### src/rtl/brn_pkg.sv
package brn_pkg;

   localparam int OPW = 8;

   localparam logic [OPW-1:0] OP_STOP  = 8'h01;
   localparam logic [OPW-1:0] OP_JMP   = 8'h02;
   localparam logic [OPW-1:0] OP_JAL   = 8'h03;
   localparam logic [OPW-1:0] OP_JR    = 8'h04;
   localparam logic [OPW-1:0] OP_BEQ   = 8'h05;
   localparam logic [OPW-1:0] OP_BNE   = 8'h06;
   localparam logic [OPW-1:0] OP_BGTS  = 8'h07;
   localparam logic [OPW-1:0] OP_BLES  = 8'h08;
   localparam logic [OPW-1:0] OP_BGTU  = 8'h09;
   localparam logic [OPW-1:0] OP_BLEU  = 8'h10;
   localparam logic [OPW-1:0] OP_BRKPT = 8'h82;

   typedef enum logic [2:0] {
      CLS_SEQ,
      CLS_JMP,
      CLS_LINK,
      CLS_REG,
      CLS_COND,
      CLS_HALT,
      CLS_PAUSE
   } brn_cls_e;

   typedef enum logic [2:0] {
      CND_EQ,
      CND_NE,
      CND_GTS,
      CND_LES,
      CND_GTU,
      CND_LEU
   } brn_cnd_e;

   typedef struct packed {
      brn_cls_e cls;
      brn_cnd_e cnd;
   } brn_ctl_t;

   typedef struct packed {
      logic eq;
      logic gt_s;
      logic gt_u;
   } brn_flags_t;

endpackage

### src/rtl/brn_decode.sv
module brn_decode
   import brn_pkg::*;
(
   input  logic [OPW-1:0] op_i,
   output brn_ctl_t       ctl_o
);

   always_comb begin
      ctl_o.cls = CLS_SEQ;
      ctl_o.cnd = CND_EQ;
      case (op_i)
         OP_STOP:  ctl_o.cls = CLS_HALT;
         OP_BRKPT: ctl_o.cls = CLS_PAUSE;
         OP_JMP:   ctl_o.cls = CLS_JMP;
         OP_JAL:   ctl_o.cls = CLS_LINK;
         OP_JR:    ctl_o.cls = CLS_REG;
         OP_BEQ:   begin ctl_o.cls = CLS_COND; ctl_o.cnd = CND_EQ;  end
         OP_BNE:   begin ctl_o.cls = CLS_COND; ctl_o.cnd = CND_NE;  end
         OP_BGTS:  begin ctl_o.cls = CLS_COND; ctl_o.cnd = CND_GTS; end
         OP_BLES:  begin ctl_o.cls = CLS_COND; ctl_o.cnd = CND_LES; end
         OP_BGTU:  begin ctl_o.cls = CLS_COND; ctl_o.cnd = CND_GTU; end
         OP_BLEU:  begin ctl_o.cls = CLS_COND; ctl_o.cnd = CND_LEU; end
         default:  ctl_o.cls = CLS_SEQ;
      endcase
   end

   // gap opcodes must decode as sequential
   always_comb begin
      if (op_i >= 8'h0A && op_i <= 8'h0F) begin
         p_gap_seq_r11: assert (ctl_o.cls == CLS_SEQ)
            else $error("gap opcode decoded as control");
      end
   end

endmodule

### src/rtl/brn_compare.sv
module brn_compare
   import brn_pkg::*;
#(
   parameter int XLEN     = 32,
   parameter bit USE_SUB  = 1'b1
) (
   input  logic [XLEN-1:0] a_i,
   input  logic [XLEN-1:0] b_i,
   output brn_flags_t      flg_o
);

   localparam int MSB = XLEN - 1;

   initial begin
      if (XLEN < 2) $error("brn_compare: XLEN must be at least 2");
   end

   generate
      if (USE_SUB) begin : g_sub
         logic [XLEN:0] diff;
         logic          borrow;
         logic          is_eq;
         logic          lt_s;
         always_comb begin
            diff   = {1'b0, a_i} - {1'b0, b_i};
            borrow = diff[XLEN];
            is_eq  = (diff[MSB:0] == '0);
            lt_s   = (a_i[MSB] & ~b_i[MSB]) |
                     (~(a_i[MSB] ^ b_i[MSB]) & borrow);
            flg_o.eq   = is_eq;
            flg_o.gt_u = ~borrow & ~is_eq;
            flg_o.gt_s = ~lt_s & ~is_eq;
         end
      end else begin : g_direct
         always_comb begin
            flg_o.eq   = (a_i == b_i);
            flg_o.gt_u = (a_i > b_i);
            flg_o.gt_s = ($signed(a_i) > $signed(b_i));
         end
      end
   endgenerate

   always_comb begin
      p_eq_excl_r5: assert (!(flg_o.eq && (flg_o.gt_s || flg_o.gt_u)))
         else $error("equal operands flagged as greater");
      if (a_i[MSB] == b_i[MSB]) begin
         p_sign_agree_r6: assert (flg_o.gt_s == flg_o.gt_u)
            else $error("same-sign operands ordered differently");
      end
      if (a_i[MSB] != b_i[MSB]) begin
         p_sign_split_r7: assert (flg_o.gt_s != flg_o.gt_u)
            else $error("mixed-sign operands ordered alike");
      end
   end

endmodule

### src/rtl/brn_select.sv
module brn_select
   import brn_pkg::*;
#(
   parameter int XLEN = 32,
   parameter int AW   = 16,
   parameter int IMMW = 16
) (
   input  brn_ctl_t        ctl_i,
   input  brn_flags_t      flg_i,
   input  logic [AW-1:0]   pc_i,
   input  logic [XLEN-1:0] rs1_i,
   input  logic [IMMW-1:0] tgt_i,
   output logic [AW-1:0]   next_pc_o,
   output logic            taken_o,
   output logic            link_we_o,
   output logic [XLEN-1:0] link_val_o,
   output logic            halt_o,
   output logic            pause_o
);

   logic [AW-1:0] pc_inc;
   logic [AW-1:0] tgt_addr;
   logic          cond_hit;

   generate
      if (IMMW >= AW) begin : g_tgt_trunc
         assign tgt_addr = tgt_i[AW-1:0];
      end else begin : g_tgt_ext
         assign tgt_addr = {{(AW-IMMW){1'b0}}, tgt_i};
      end
   endgenerate

   assign pc_inc = pc_i + 1'b1;

   always_comb begin
      case (ctl_i.cnd)
         CND_EQ:  cond_hit =  flg_i.eq;
         CND_NE:  cond_hit = ~flg_i.eq;
         CND_GTS: cond_hit =  flg_i.gt_s;
         CND_LES: cond_hit = ~flg_i.gt_s;
         CND_GTU: cond_hit =  flg_i.gt_u;
         CND_LEU: cond_hit = ~flg_i.gt_u;
         default: cond_hit = 1'b0;
      endcase
   end

   always_comb begin
      next_pc_o  = pc_inc;
      taken_o    = 1'b0;
      link_we_o  = 1'b0;
      halt_o     = 1'b0;
      pause_o    = 1'b0;
      link_val_o = XLEN'(pc_inc);
      case (ctl_i.cls)
         CLS_JMP: begin
            next_pc_o = tgt_addr;
            taken_o   = 1'b1;
         end
         CLS_LINK: begin
            next_pc_o = tgt_addr;
            taken_o   = 1'b1;
            link_we_o = 1'b1;
         end
         CLS_REG: begin
            next_pc_o = rs1_i[AW-1:0];
            taken_o   = 1'b1;
         end
         CLS_COND: begin
            if (cond_hit) begin
               next_pc_o = tgt_addr;
               taken_o   = 1'b1;
            end
         end
         CLS_HALT:  halt_o  = 1'b1;
         CLS_PAUSE: pause_o = 1'b1;
         default: ;
      endcase
   end

   always_comb begin
      if (!taken_o) begin
         p_fallthru_r8: assert (next_pc_o == pc_i + 1'b1)
            else $error("not taken but next pc is not pc+1");
      end
      if (halt_o || pause_o) begin
         p_stop_quiet_r9: assert (!taken_o && !link_we_o)
            else $error("halt/pause redirected");
      end
   end

endmodule

### src/rtl/brn_nextpc_unit.sv
module brn_nextpc_unit
   import brn_pkg::*;
#(
   parameter int XLEN    = 32,
   parameter int AW      = 16,
   parameter int IMMW    = 16,
   parameter bit USE_SUB = 1'b1
) (
   input  logic [AW-1:0]   pc_i,
   input  logic [OPW-1:0]  op_i,
   input  logic [XLEN-1:0] rs1_i,
   input  logic [XLEN-1:0] rs2_i,
   input  logic [IMMW-1:0] tgt_i,
   output logic [AW-1:0]   next_pc_o,
   output logic            taken_o,
   output logic            link_we_o,
   output logic [XLEN-1:0] link_val_o,
   output logic            halt_o,
   output logic            pause_o
);

   initial begin
      if (AW < 2 || AW > XLEN) $error("brn_nextpc_unit: AW must lie in 2..XLEN");
      if (IMMW < 1)            $error("brn_nextpc_unit: IMMW must be positive");
   end

   brn_ctl_t   ctl;
   brn_flags_t flg;

   brn_decode u_dec (
      .op_i  (op_i),
      .ctl_o (ctl)
   );

   brn_compare #(.XLEN(XLEN), .USE_SUB(USE_SUB)) u_cmp (
      .a_i   (rs1_i),
      .b_i   (rs2_i),
      .flg_o (flg)
   );

   brn_select #(.XLEN(XLEN), .AW(AW), .IMMW(IMMW)) u_sel (
      .ctl_i      (ctl),
      .flg_i      (flg),
      .pc_i       (pc_i),
      .rs1_i      (rs1_i),
      .tgt_i      (tgt_i),
      .next_pc_o  (next_pc_o),
      .taken_o    (taken_o),
      .link_we_o  (link_we_o),
      .link_val_o (link_val_o),
      .halt_o     (halt_o),
      .pause_o    (pause_o)
   );

   always_comb begin
      p_excl_r12: assert ($onehot0({taken_o, halt_o, pause_o}))
         else $error("more than one of taken/halt/pause");
      p_link_taken_r12: assert (!link_we_o || taken_o)
         else $error("link write without redirect");
      if (link_we_o) begin
         p_link_value_r3: assert (link_val_o == XLEN'(AW'(pc_i + 1'b1)))
            else $error("link value is not pc+1");
      end
   end

endmodule

### config.mk
export PLATFORM = sky130hd
export DESIGN_NAME = brn_nextpc_unit
export DESIGN_NICKNAME = d
export VERILOG_FILES = /design/src/rtl/brn_pkg.sv /design/src/rtl/brn_decode.sv /design/src/rtl/brn_compare.sv /design/src/rtl/brn_select.sv /design/src/rtl/brn_nextpc_unit.sv
export SDC_FILE = /design/constraint.sdc
export NUM_CORES = 1
export LEC_CHECK = 0
export ABC_AREA = 1
export BUFFER_PORTS_ARGS = -buffer_cell sky130_fd_sc_hd__buf_2
export CORE_MARGIN = 1
export CORE_UTILIZATION = 40
export DETAILED_ROUTE_END_ITERATION = 8
export PLACE_DENSITY = 0.71
export SLEW_MARGIN = 20
export SYNTH_ARGS = -nofsm -noshare
export SYNTH_HDL_FRONTEND = slang
export SYNTH_HIERARCHICAL = 1
export SYNTH_SLANG_ARGS = --single-unit
### constraint.sdc
create_clock -name vclk -period 2.7
set_clock_uncertainty 0.2 [all_clocks]
set_input_delay 0.135 -clock vclk [all_inputs]
set_output_delay 0.135 -clock vclk [all_outputs]
set_load 0.05 [all_outputs]
==> impl_metrics.csv <==
group,metric,value,unit
setup_path,cp.arrival,3020,ps
routing,drtPass1Iterations,5,
synth,synth_xor_area_share,2.51,%
timing,fmax,298,MHz
routing,routed_via_density,4.71,
setup_path,endpoint,"next_pc_o[12]",
synth,synth_mux_area_share,0,%
layout,seq_area,0,um2
synth,avgSynthCellArea,4.74,um2
floorplan,boundaryPins,156,
placed_design,port_buffers,140,
synth,ys.warnings.count,6,
power,leakage,4.03,nW
synth,synth_cells,885,
routing,wirelength,14800,um
layout,nets,1238,
setup_path,critical_path_class,"input port to output port",
layout,area_growth,60.4,%
synth,syn-cell-area,0.00419,mm2
routing,post-route-drc-count,0,
timing,hold_viol,0,
layout,mostFrequentLayoutCell,"nand2_1",
routing,vias,5818,
status,status,"complete, but fails checks",
power,power.density,211,mW/mm2
floorplan,die_h,104,um
floorplan,die_area,0.0109,mm2
global_routing,grt_overflow_total,0,
setup_path,startpoint,"rs1_i[0]",
synth,yosysSeqAreaShare,0,%
global_routing,grtUsageTotal,25.8,%
synth,synth_fa_ha_area_share,10.3,%
layout,num-clock-buffers,0,
timing,maxSlewViolCount,0,
setup_path,path_depth,24,
synth,synth_top_family_by_area,"simple AND/OR/NAND/NOR gates",
global_routing,grt_max_degree,18,
timing,setup_ws,-651,ps
placed_design,gp_congestion,0.960,
layout,seq_cell_count,0,
floorplan,dieWidth,104,um
floorplan,design.core.area,0.0102,mm2
setup_path,slowest_stage,"fa_2",
status,violations,"negative setup slack",
layout,drive_above_1_share,36.9,%
layout,layout_common_cells,"nand2_1, inv_1, buf_2",
setup_path,cp_max_fo,8,
run,max-cap-violations,0,
setup_path,crit_chain,"buf_8 -> inv_8 -> ha_4 -> fa_2 -> inv_2 -> nand2_2 -> nand2_2 -> and2_4 -> nand4_1 -> nand4_1 -> nand2_1 -> nor2_1 -> nand3_1 -> nor2_2 -> a21oi_2 -> or2_0 -> nand4_1 -> nand2_2 -> nand2_4 -> nand2_8 -> buf_4 -> nand2_4 -> nand3_4 -> buf_8",
setup_path,end_kind,"output port",
setup_path,crit_required,2370,ps
floorplan,initial_core_util,41.0,%
setup_path,worst_setup_path_start_kind,"input port",
timing,finalSetupViolations,17,
routing,drtAntennaViolNets,0,
setup_path,crit_family,"simple AND/OR/NAND/NOR gates",
setup_path,slowest_delay,360,ps
global_routing,grt_pass1_wl,23600,um
clocking,cts.hold.buffers_added,0,
timing,tns,-10580,ps
synth,yosysUniqueCellTypes,30,
timing,min_period_over_period,124,%
worst_hold_path,holdCritPathClass,"input port to output port",
global_routing,first_global_vias,5248,
worst_hold_path,min_delay_path_depth,4,
synth,yosys.area_share.simple,60.5,%
routing,avgRoutedWirePerCell,12.0,um
timing,grt_setup_unrepaired,"true",
timing,final.min_clock_period,3350,ps
routing,drtIter0Drc,303,
floorplan,rows,37,
global_routing,antenna_found_initial,0,
layout,n_antenna_cell,0,
synth,synth_compound_area_share,4.77,%
placed_design,pre_cts_slack,-762,ps
placed_design,hpwl,12100,um
setup_path,cp_num_buf_inv,5,
power,ir_worst_vdd,140,uV
## power breakdown
group / switching, mW / internal (mW)
Clock: 0 / 0
Combinational: 0.849 / 0.566
Sequential: 0 / 0
## cell type report
| class | instances | area, um2 |
|---|---|---|
| inverter | 199 | 754 |
| fill | 997 | 3510 |
| tap | 136 | 170 |
| multi-input combinational | 680 | 4280 |
| timing repair buffer | 219 | 1520 |
## cells in the mapped netlist
cell	n	area [um2]
nand3b_2	1	11.3
nand2_2	17	106
nand2_4	3	33.8
o21ai_0	5	25.0
nand3b_1	3	22.5
nor2_4	6	67.6
or2_0	1	6.26
inv_2	8	30.0
nor3_4	1	16.3
nor3_2	2	20.0
a21oi_1	24	120
a21oi_2	2	17.5
nand3_1	82	410
and2_1	5	31.3
a21o_1	1	7.51
nor3_1	7	35.0
o21bai_1	4	30.0
nand4_1	18	113
fa_1	1	20.0
nor2_1	88	330
and2_2	1	7.51
nor2_2	10	62.6
nand2_1	337	1260
conb_1	1	3.75
buf_6	2	22.5
inv_1	191	717
xnor2_1	3	26.3
xor2_1	9	78.8
buf_4	19	143
ha_1	33	413
## cells by family (layout without fill, tap and decap cells)
| logic type | after synthesis | count (layout) |
|---|---|---|
| AND/OR/NAND/NOR | 582 | 582 |
| buffers and inverters | 220 | 418 |
| AO/OA/AOI/OAI | 36 | 36 |
| adder cells (fa/ha/maj) | 34 | 34 |
| XOR/XNOR | 12 | 12 |
| other | 1 | 16 |
## timing repair
item                       4_1_cts  5_1_grt
hold endpoints to repair         0        0
resized for setup              118       47
pin swaps                       13       27
setup buffers                    4        0
gates cloned                     0        1
setup endpoints to repair       17       17
## layer usage
metal	global-route usage (%)	routed length, um	share of wire, %	up-vias
met5	0	0	0	-
met4	5.20	312	2.1	0
met3	1.07	747	5.1	28
met2	48.8	7430	50	193
met1	31.9	6270	43	2529
li1	-	-	-	3068
## how the worst min path moves through the flow
stage | start | endpoint | slack [ps]
2_1_floorplan | tgt_i[0] | next_pc_o[0] | 240
3_5_place_dp | pc_i[3] | link_val_o[3] | 480
5_1_grt | tgt_i[10] | next_pc_o[10] | 420
3_3_place_gp | pc_i[3] | link_val_o[3] | 470
6_report | tgt_i[10] | next_pc_o[10] | 410
4_1_cts | tgt_i[3] | next_pc_o[3] | 410
## through the flow
stage               std cells  hold slack [ps]  utilization (%)  cell area (um2)  power (mW)
floorplan                 900              236                -             4600       0.817
global placement         1229              472             57.5             5880        1.20
detailed placement       1229              479             57.5             5880        1.20
CTS                      1233              410             63.5             6490        1.36
global route             1234              421             65.7             6730        1.55
finish                   1234              406             65.7             6730        1.42
(Power assumes the default switching activity.)
